`src/rtl/ptw_pkg.sv`:
```
package ptw_pkg;
    localparam int VA_W   = 32;
    localparam int PA_W   = 36;
    localparam int DESC_W = 32;
    localparam int OFF_W  = 12;
    localparam int L3_W   = 6;
    localparam int L2_W   = 6;
    localparam int L1_W   = 8;
    localparam int L3_LSB = OFF_W;
    localparam int L2_LSB = L3_LSB + L3_W;
    localparam int L1_LSB = L2_LSB + L2_W;
    localparam int PTR_LSB = 4;
    localparam int TBL_ALIGN = PA_W - (DESC_W - PTR_LSB);
    localparam int REF_BIT = 5;
    localparam int MOD_BIT = 6;
    localparam logic [1:0] LAST_LVL = 2'd3;

    typedef enum logic [1:0] {
        ET_INVALID = 2'd0,
        ET_TABLE   = 2'd1,
        ET_LEAF    = 2'd2,
        ET_RSVD    = 2'd3
    } etype_e;

    typedef enum logic [1:0] {
        FLT_NONE    = 2'd0,
        FLT_INVALID = 2'd1,
        FLT_RSVD    = 2'd2,
        FLT_DEPTH   = 2'd3
    } fault_e;

    typedef enum logic [1:0] {
        S_IDLE  = 2'd0,
        S_READ  = 2'd1,
        S_WRITE = 2'd2,
        S_DONE  = 2'd3
    } walk_state_e;
endpackage

```
`src/rtl/ptw_desc_addr.sv`:
```
module ptw_desc_addr
    import ptw_pkg::*;
#(
    parameter int CTX_W = 8
) (
    input  logic [1:0]        level,
    input  logic [PA_W-1:0]   tbl_base,
    input  logic [VA_W-1:0]   vaddr,
    input  logic [CTX_W-1:0]  ctx,
    output logic [PA_W-1:0]   desc_addr
);
    localparam int DESC_SHIFT = $clog2(DESC_W / 8);

    logic [PA_W-1:0] idx_ext;
    logic            unused_off;

    assign unused_off = ^vaddr[OFF_W-1:0];

    always_comb begin
        unique case (level)
            2'd0: idx_ext = PA_W'(ctx);
            2'd1: idx_ext = PA_W'(vaddr[L1_LSB +: L1_W]);
            2'd2: idx_ext = PA_W'(vaddr[L2_LSB +: L2_W]);
            2'd3: idx_ext = PA_W'(vaddr[L3_LSB +: L3_W]);
        endcase
    end

    assign desc_addr = tbl_base + (idx_ext << DESC_SHIFT);
endmodule

```
`src/rtl/ptw_classify.sv`:
```
module ptw_classify
    import ptw_pkg::*;
(
    input  logic [DESC_W-1:0] entry,
    input  logic [1:0]        level,
    input  logic              is_store,
    output logic              go_down,
    output logic              is_leaf,
    output fault_e            fault,
    output logic              need_wb,
    output logic [DESC_W-1:0] upd_entry
);
    etype_e et;
    logic [DESC_W-1:0] set_mask;

    assign et = etype_e'(entry[1:0]);

    always_comb begin
        go_down = 1'b0;
        is_leaf = 1'b0;
        fault   = FLT_NONE;
        unique case (et)
            ET_INVALID: fault = FLT_INVALID;
            ET_RSVD:    fault = FLT_RSVD;
            ET_TABLE: begin
                if (level == LAST_LVL) fault = FLT_DEPTH;
                else                   go_down = 1'b1;
            end
            ET_LEAF:    is_leaf = 1'b1;
        endcase
    end

    always_comb begin
        set_mask = '0;
        set_mask[REF_BIT] = 1'b1;
        set_mask[MOD_BIT] = is_store;
    end

    assign upd_entry = entry | set_mask;
    assign need_wb   = is_leaf && (upd_entry != entry);
endmodule

```
`src/rtl/ptw_leaf_pa.sv`:
```
module ptw_leaf_pa
    import ptw_pkg::*;
(
    input  logic [DESC_W-1:0] entry,
    input  logic [1:0]        level,
    input  logic [VA_W-1:0]   vaddr,
    output logic [PA_W-1:0]   paddr
);
    logic unused_flags;
    assign unused_flags = ^entry[7:0];

    always_comb begin
        unique case (level)
            2'd0: paddr = {entry[DESC_W-1 -: (PA_W - VA_W)],   vaddr};
            2'd1: paddr = {entry[DESC_W-1 -: (PA_W - L1_LSB)], vaddr[L1_LSB-1:0]};
            2'd2: paddr = {entry[DESC_W-1 -: (PA_W - L2_LSB)], vaddr[L2_LSB-1:0]};
            2'd3: paddr = {entry[DESC_W-1 -: (PA_W - OFF_W)],  vaddr[OFF_W-1:0]};
        endcase
    end
endmodule

```
`src/rtl/pt_walker.sv`:
```
module pt_walker
    import ptw_pkg::*;
#(
    parameter int CTX_W = 8
) (
    input  logic              clk,
    input  logic              rst_n,
    input  logic              req_valid,
    output logic              req_ready,
    input  logic [31:0]       req_vaddr,
    input  logic [CTX_W-1:0]  req_ctx,
    input  logic              req_write,
    input  logic [31:0]       ctx_base,
    output logic              mem_req,
    output logic              mem_we,
    output logic [35:0]       mem_addr,
    output logic [31:0]       mem_wdata,
    input  logic              mem_ack,
    input  logic [31:0]       mem_rdata,
    output logic              done,
    output logic [31:0]       done_pte,
    output logic [35:0]       done_paddr,
    output logic [1:0]        done_level,
    output logic              done_fault,
    output logic [1:0]        done_code
);
    walk_state_e state_q, state_d;

    logic [VA_W-1:0]   va_q;
    logic [CTX_W-1:0]  ctx_q;
    logic              wr_q;
    logic [1:0]        lvl_q;
    logic [PA_W-1:0]   base_q;
    logic [PA_W-1:0]   wb_addr_q;
    logic [DESC_W-1:0] res_pte_q;
    logic [PA_W-1:0]   res_pa_q;
    logic [1:0]        res_lvl_q;
    fault_e            res_code_q;

    logic [PA_W-1:0]   desc_addr;
    logic [PA_W-1:0]   leaf_pa;
    logic              go_down, is_leaf, need_wb;
    fault_e            flt;
    logic [DESC_W-1:0] upd_entry;
    logic              unused_base;

    assign unused_base = ^ctx_base[PTR_LSB-1:0];

    ptw_desc_addr #(.CTX_W(CTX_W)) u_addr (
        .level    (lvl_q),
        .tbl_base (base_q),
        .vaddr    (va_q),
        .ctx      (ctx_q),
        .desc_addr(desc_addr)
    );

    ptw_classify u_cls (
        .entry    (mem_rdata),
        .level    (lvl_q),
        .is_store (wr_q),
        .go_down  (go_down),
        .is_leaf  (is_leaf),
        .fault    (flt),
        .need_wb  (need_wb),
        .upd_entry(upd_entry)
    );

    ptw_leaf_pa u_pa (
        .entry(mem_rdata),
        .level(lvl_q),
        .vaddr(va_q),
        .paddr(leaf_pa)
    );

    // state register
    always_ff @(posedge clk or negedge rst_n) begin
        if (!rst_n) state_q <= S_IDLE;
        else        state_q <= state_d;
    end

    // next state
    always_comb begin
        state_d = state_q;
        unique case (state_q)
            S_IDLE:  if (req_valid) state_d = S_READ;
            S_READ: begin
                if (mem_ack) begin
                    if (go_down)      state_d = S_READ;
                    else if (need_wb) state_d = S_WRITE;
                    else              state_d = S_DONE;
                end
            end
            S_WRITE: if (mem_ack) state_d = S_DONE;
            S_DONE:  state_d = S_IDLE;
        endcase
    end

    // walk datapath
    always_ff @(posedge clk or negedge rst_n) begin
        if (!rst_n) begin
            va_q       <= '0;
            ctx_q      <= '0;
            wr_q       <= 1'b0;
            lvl_q      <= '0;
            base_q     <= '0;
            wb_addr_q  <= '0;
            res_pte_q  <= '0;
            res_pa_q   <= '0;
            res_lvl_q  <= '0;
            res_code_q <= FLT_NONE;
        end else begin
            if (state_q == S_IDLE && req_valid) begin
                va_q   <= req_vaddr;
                ctx_q  <= req_ctx;
                wr_q   <= req_write;
                lvl_q  <= 2'd0;
                base_q <= {ctx_base[DESC_W-1:PTR_LSB], TBL_ALIGN'(0)};
            end
            if (state_q == S_READ && mem_ack) begin
                if (go_down) begin
                    base_q <= {mem_rdata[DESC_W-1:PTR_LSB], TBL_ALIGN'(0)};
                    lvl_q  <= lvl_q + 2'd1;
                end else begin
                    res_pte_q  <= is_leaf ? upd_entry : mem_rdata;
                    res_pa_q   <= is_leaf ? leaf_pa : '0;
                    res_lvl_q  <= lvl_q;
                    res_code_q <= flt;
                    wb_addr_q  <= desc_addr;
                end
            end
        end
    end

    // outputs
    always_comb begin
        req_ready = 1'b0;
        mem_req   = 1'b0;
        mem_we    = 1'b0;
        done      = 1'b0;
        mem_addr  = desc_addr;
        unique case (state_q)
            S_IDLE:  req_ready = 1'b1;
            S_READ:  mem_req = 1'b1;
            S_WRITE: begin
                mem_req  = 1'b1;
                mem_we   = 1'b1;
                mem_addr = wb_addr_q;
            end
            S_DONE:  done = 1'b1;
        endcase
    end

    assign mem_wdata  = res_pte_q;
    assign done_pte   = res_pte_q;
    assign done_paddr = res_pa_q;
    assign done_level = res_lvl_q;
    assign done_code  = res_code_q;
    assign done_fault = (res_code_q != FLT_NONE);

    // a held access keeps its address and direction until acknowledged
    a_r11_hold_until_ack: assert property (@(posedge clk) disable iff (!rst_n)
        mem_req && !mem_ack |=> mem_req && $stable(mem_addr) && $stable(mem_we));

    // completion follows an acknowledge by one cycle
    a_r11_done_after_ack: assert property (@(posedge clk) disable iff (!rst_n)
        done |-> $past(mem_ack));

    // done is a single-cycle pulse
    a_r11_done_pulse: assert property (@(posedge clk) disable iff (!rst_n)
        done |=> !done);

    // ready only when nothing is in flight
    a_r12_ready_idle: assert property (@(posedge clk) disable iff (!rst_n)
        req_ready |-> !mem_req && !done);

    // depth fault only at the last level
    a_r8_depth_level: assert property (@(posedge clk) disable iff (!rst_n)
        done && done_code == 2'd3 |-> done_level == 2'd3);

    // a good walk always ends on a leaf descriptor
    a_r5_leaf_result: assert property (@(posedge clk) disable iff (!rst_n)
        done && !done_fault |-> done_pte[1:0] == 2'b10);

    // any write-back carries the referenced bit
    a_r9_wb_ref: assert property (@(posedge clk) disable iff (!rst_n)
        mem_req && mem_we |-> mem_wdata[5]);
endmodule

```
`config.mk`:
```
export PLATFORM = sky130hd
export DESIGN_NAME = pt_walker
export DESIGN_NICKNAME = d
export VERILOG_FILES = /design/src/rtl/ptw_pkg.sv /design/src/rtl/ptw_desc_addr.sv /design/src/rtl/ptw_classify.sv /design/src/rtl/ptw_leaf_pa.sv /design/src/rtl/pt_walker.sv
export SDC_FILE = /design/constraint.sdc
export NUM_CORES = 1
export LEC_CHECK = 0
export BUFFER_PORTS_ARGS = -buffer_cell sky130_fd_sc_hd__buf_2
export CAP_MARGIN = 5
export CELL_PAD_IN_SITES_DETAIL_PLACEMENT = 1
export CELL_PAD_IN_SITES_GLOBAL_PLACEMENT = 2
export CORE_ASPECT_RATIO = 0.8
export CORE_MARGIN = 2
export CORE_UTILIZATION = 35
export CTS_CLUSTER_DIAMETER = 60
export CTS_CLUSTER_SIZE = 10
export DETAILED_ROUTE_END_ITERATION = 16
export GPL_TIMING_DRIVEN = 0
export HOLD_SLACK_MARGIN = 0.02
export PLACE_DENSITY = 0.93
export SETUP_SLACK_MARGIN = 0.02
export SLEW_MARGIN = 0
export SYNTH_ARGS = -nofsm -noshare
export SYNTH_HDL_FRONTEND = slang
export SYNTH_SLANG_ARGS = --single-unit
```
`constraint.sdc`:
```
create_clock -name clk -period 11.3 [get_ports clk]
set_input_delay 2.26 -clock clk [delete_from_list [all_inputs] [get_ports clk]]
set_output_delay 2.26 -clock clk [all_outputs]
set_load 0.005 [all_outputs]
```
==> summary.md <==
### Critical path
• worst path arrival time: 4.74 ns
• Max Fanout on Critical Path: 10
• CP Class: flip-flop to output pin
• launching element type of the critical path: flip-flop
• reg2reg setup slack: 7.00 ns
• critical path required time: 9.04 ns
• Worst setup EP type: output pin

### Placement
• weighted congestion reported at the end of routability-driven placement: 0.786
• HPWL after DPL: 23.1 mm
• Cell Count Post-Placement: 1483
• # port buffers: 249

### Detailed routing
• router iterations before antenna repair: 5
• post-detailed-route via-to-cell ratio: 4.99
• Avg WL per Cell: 19.9 um
• initial detailed-routing violation count: 352
• DRC errors left: 0
• final WL: 30.1 mm
• Post-DRT Antenna Nets: 0
• count of vias placed by the detailed router: 7565

### Worst hold path
• worst min-delay path class: flip-flop to flip-flop

### Pwr
• power density over cell area: 281 nW/um^2
• static power due to leakage: 5.86 nW
• maximum vdd ir drop: 129 uV

### STA
• final-report max-slew violation count: 0
• highest achievable clock rate: 143 MHz
• RSZ-0062 raised after global routing: false
• clock tree skew after final layout: 0.0117 ns
• final critical delay including setup and external delays: 7.00 ns
• period utilisation layout: 0.620
• Rel. slew slack: 0.393
• number of setup violations in the final report: 0
• Worst Tran Pin Value: 0.911 ns
• Final Hold Vio Count: 0
• final total negative setup slack: 0 ns

### Synth
• leading post-synthesis cells by instance count: sky130_fd_sc_hd__nand2_1 (200), sky130_fd_sc_hd__dfrtp_1 (189), sky130_fd_sc_hd__mux2_2 (96)
• largest cells by area after synthesis: sky130_fd_sc_hd__dfrtp_1 (51%), sky130_fd_sc_hd__mux2_2 (12%), sky130_fd_sc_hd__nand2_1 (8.1%)
• total of warnings raised by yosys: 0
• part of the Yosys area used for sequential elements: 0.512
• total standard cell area after synthesis: 9250 um^2
• Synth Instances: 876
• area fraction of the dominant cell type after synthesis: 0.512
• library cells used by synthesis: 48
• most frequently used cell type in the post-synthesis netlist: sky130_fd_sc_hd__nand2_1
• number of synthesized flops with an enable pin: 0
• mean instance size in the synthesized netlist: 10.6 um^2
• register bit total from synthesis: 189
• post-synth net total: 1002
• share of synthesized flip-flops with an asynchronous set or reset: 1.00
• post-synthesis cell type with the largest combined area: sky130_fd_sc_hd__dfrtp_1
• leading register cell type out of synthesis: sky130_fd_sc_hd__dfrtp_1

### Clocking
• number of buffers added to fix hold violations after cts: 0
• clock transition time at the flip-flop clock pins of the worst setup and hold paths: 0.07 ns
• total clock buffers created by CTS: 17
• clock tree from TritonCTS: built
• setup repair bufs after CTS: 0
• post-CTS sizing: 0
• Clock Sinks: 189
• number of buffers on the longest clock path: 2
• CTS root buffer: sky130_fd_sc_hd__clkbuf_16
• worst-skew pair later-pin latency: 0.45 ns
• H-tree lvl count: 4

### Global routing
• gr ovfl total: 0
• maximum number of pins on one net before global-route repair: 106
• initial antenna violation count: 5
• number of global-route vias before repair: 7985
• Total Routing Usage GR: 0.224
• wire length of the first global-routing pass: 46.7 mm

### Floorplan
• count of boundary I/O pins: 254
• effective utilization at floorplan: 0.354
• # rows: 53
• Placeable Area: 26100 um^2
• die height: 149 um
• area enclosed by the die boundary: 27700 um^2
• Die Wd: 186 um

### Run status
• outcome: finished clean

### Final layout
• multi-input combinational cell area: 4010 um^2
• fraction of final layout cells sized beyond drive strength 1: 0.371
• count of non-filler cells in the finished layout: 1516
• number of nets in the layout: 1271
• FF+latch area: 4730 um^2
• filler cell count in the final layout: 3071
• area grow syn2layout: 24.8%

### Run
• Max-Cap Viols: 0

-- cell families (layout without fill, tap and decap cells) --
kind of cell,after synthesis,in the layout,synth area share
xor+xnor,32,32,0.0303
compound gates,146,146,0.105
mux,130,130,0.154
flops,189,189,0.512
buf+inv,98,379,0.0545
simple gates,264,264,0.121
other cells,0,2,0
fa+ha+maj,17,17,0.0238
-- metrics by stage --
stage / hold slack [ns] / power [mW] / utilization / setup slack, ns / cell area, um^2
5_1_grt: 0.508 / 3.49 / 0.441 / 3.99 / 11500
2_1_floorplan: 0.440 / 2.05 / - / 5.61 / 9250
4_1_cts: 0.478 / 3.28 / 0.441 / 4.26 / 11500
6_report: 0.464 / 3.25 / 0.442 / 4.30 / 11500
3_5_place_dp: 0.461 / 2.68 / 0.420 / 4.79 / 11000
3_3_place_gp: 0.448 / 2.61 / 0.419 / 4.69 / 10900
-- cell type report --
class / instances / area share
tap: 357 / 0.0387
multi-input combinational: 589 / 0.348
inverter: 14 / 0.00455
timing repair buffer: 250 / 0.111
clock buffer: 20 / 0.0387
buffer: 84 / 0.0391
antenna: 2 / 0.000434
clock inverter: 11 / 0.00954
sequential: 189 / 0.410
-- routing by layer --
layer | wire (um) | track usage
met1 | 14100 | 0.310
met2 | 13900 | 0.355
met3 | 1800 | 0.0554
met4 | 355 | 0.0531
met5 | 37 | 0
-- power breakdown --
group | switching [mW] | internal (mW)
clock network | 0.278 | 0.312
logic | 0.733 | 0.707
registers | 0.240 | 0.977
total | 1.25 | 2.00
-- worst paths after layout --
check / to / cells after the start / startpoint
setup / recovery: mem_addr[24] / 15 / lvl_q[1]
hold / removal: done_paddr[34] / 2 / done_paddr[34]
setup reg to reg: wb_addr_q[24] / 14 / lvl_q[1]
hold reg to reg: done_paddr[34] / 2 / done_paddr[34]
max in group asynchronous: va_q[26] / 2 / rst_n
min in group asynchronous: done_paddr[34] / 1 / rst_n
-- placed cells by master, fill, tap and decap left out, types with 4 or more instances in the layout --
| cell type | n |
|---|---|
| sky130_fd_sc_hd__nor2_1 | 12 |
| sky130_fd_sc_hd__clkbuf_16 | 17 |
| sky130_fd_sc_hd__a21o_1 | 4 |
| sky130_fd_sc_hd__dfrtp_1 | 189 |
| sky130_fd_sc_hd__a21oi_1 | 8 |
| sky130_fd_sc_hd__inv_1 | 14 |
| sky130_fd_sc_hd__and3_1 | 16 |
| sky130_fd_sc_hd__buf_4 | 32 |
| sky130_fd_sc_hd__nand4_1 | 8 |
| sky130_fd_sc_hd__a22oi_1 | 20 |
| sky130_fd_sc_hd__a22o_1 | 12 |
| sky130_fd_sc_hd__mux2_2 | 96 |
| sky130_fd_sc_hd__clkbuf_1 | 36 |
| sky130_fd_sc_hd__buf_1 | 5 |
| sky130_fd_sc_hd__a222oi_1 | 6 |
| sky130_fd_sc_hd__mux2i_1 | 34 |
| sky130_fd_sc_hd__xor2_1 | 11 |
| sky130_fd_sc_hd__ha_1 | 16 |
| sky130_fd_sc_hd__o2111ai_1 | 5 |
| sky130_fd_sc_hd__xnor2_1 | 21 |
| sky130_fd_sc_hd__nand2_1 | 200 |
| sky130_fd_sc_hd__buf_2 | 260 |
| sky130_fd_sc_hd__nand3_1 | 13 |
| sky130_fd_sc_hd__o21ai_0 | 75 |
-- registers in the layout, summed over array words and instances (netlist names), 8 cells and up, named ones only --
name	flops
done_pte	32
ctx_q	8
done_paddr	36
base_q	36
va_q	32
wb_addr_q	36
-- critical path: stages (launching register included) --
cell and delay, ns:
sky130_fd_sc_hd__dfrtp_1 0.43, sky130_fd_sc_hd__inv_1 0.13, sky130_fd_sc_hd__ha_1 0.26, sky130_fd_sc_hd__clkbuf_1 0.41, sky130_fd_sc_hd__clkbuf_1 0.49, sky130_fd_sc_hd__mux2i_1 0.28
sky130_fd_sc_hd__ha_1 0.28, sky130_fd_sc_hd__fa_1 0.45, sky130_fd_sc_hd__a211oi_2 0.27, sky130_fd_sc_hd__o21ai_2 0.13, sky130_fd_sc_hd__o211a_1 0.24, sky130_fd_sc_hd__buf_2 0.20
sky130_fd_sc_hd__and4_1 0.20, sky130_fd_sc_hd__xor2_1 0.15, sky130_fd_sc_hd__mux2_2 0.26, sky130_fd_sc_hd__buf_2 0.12
Power figures use the tool's default switching activity.
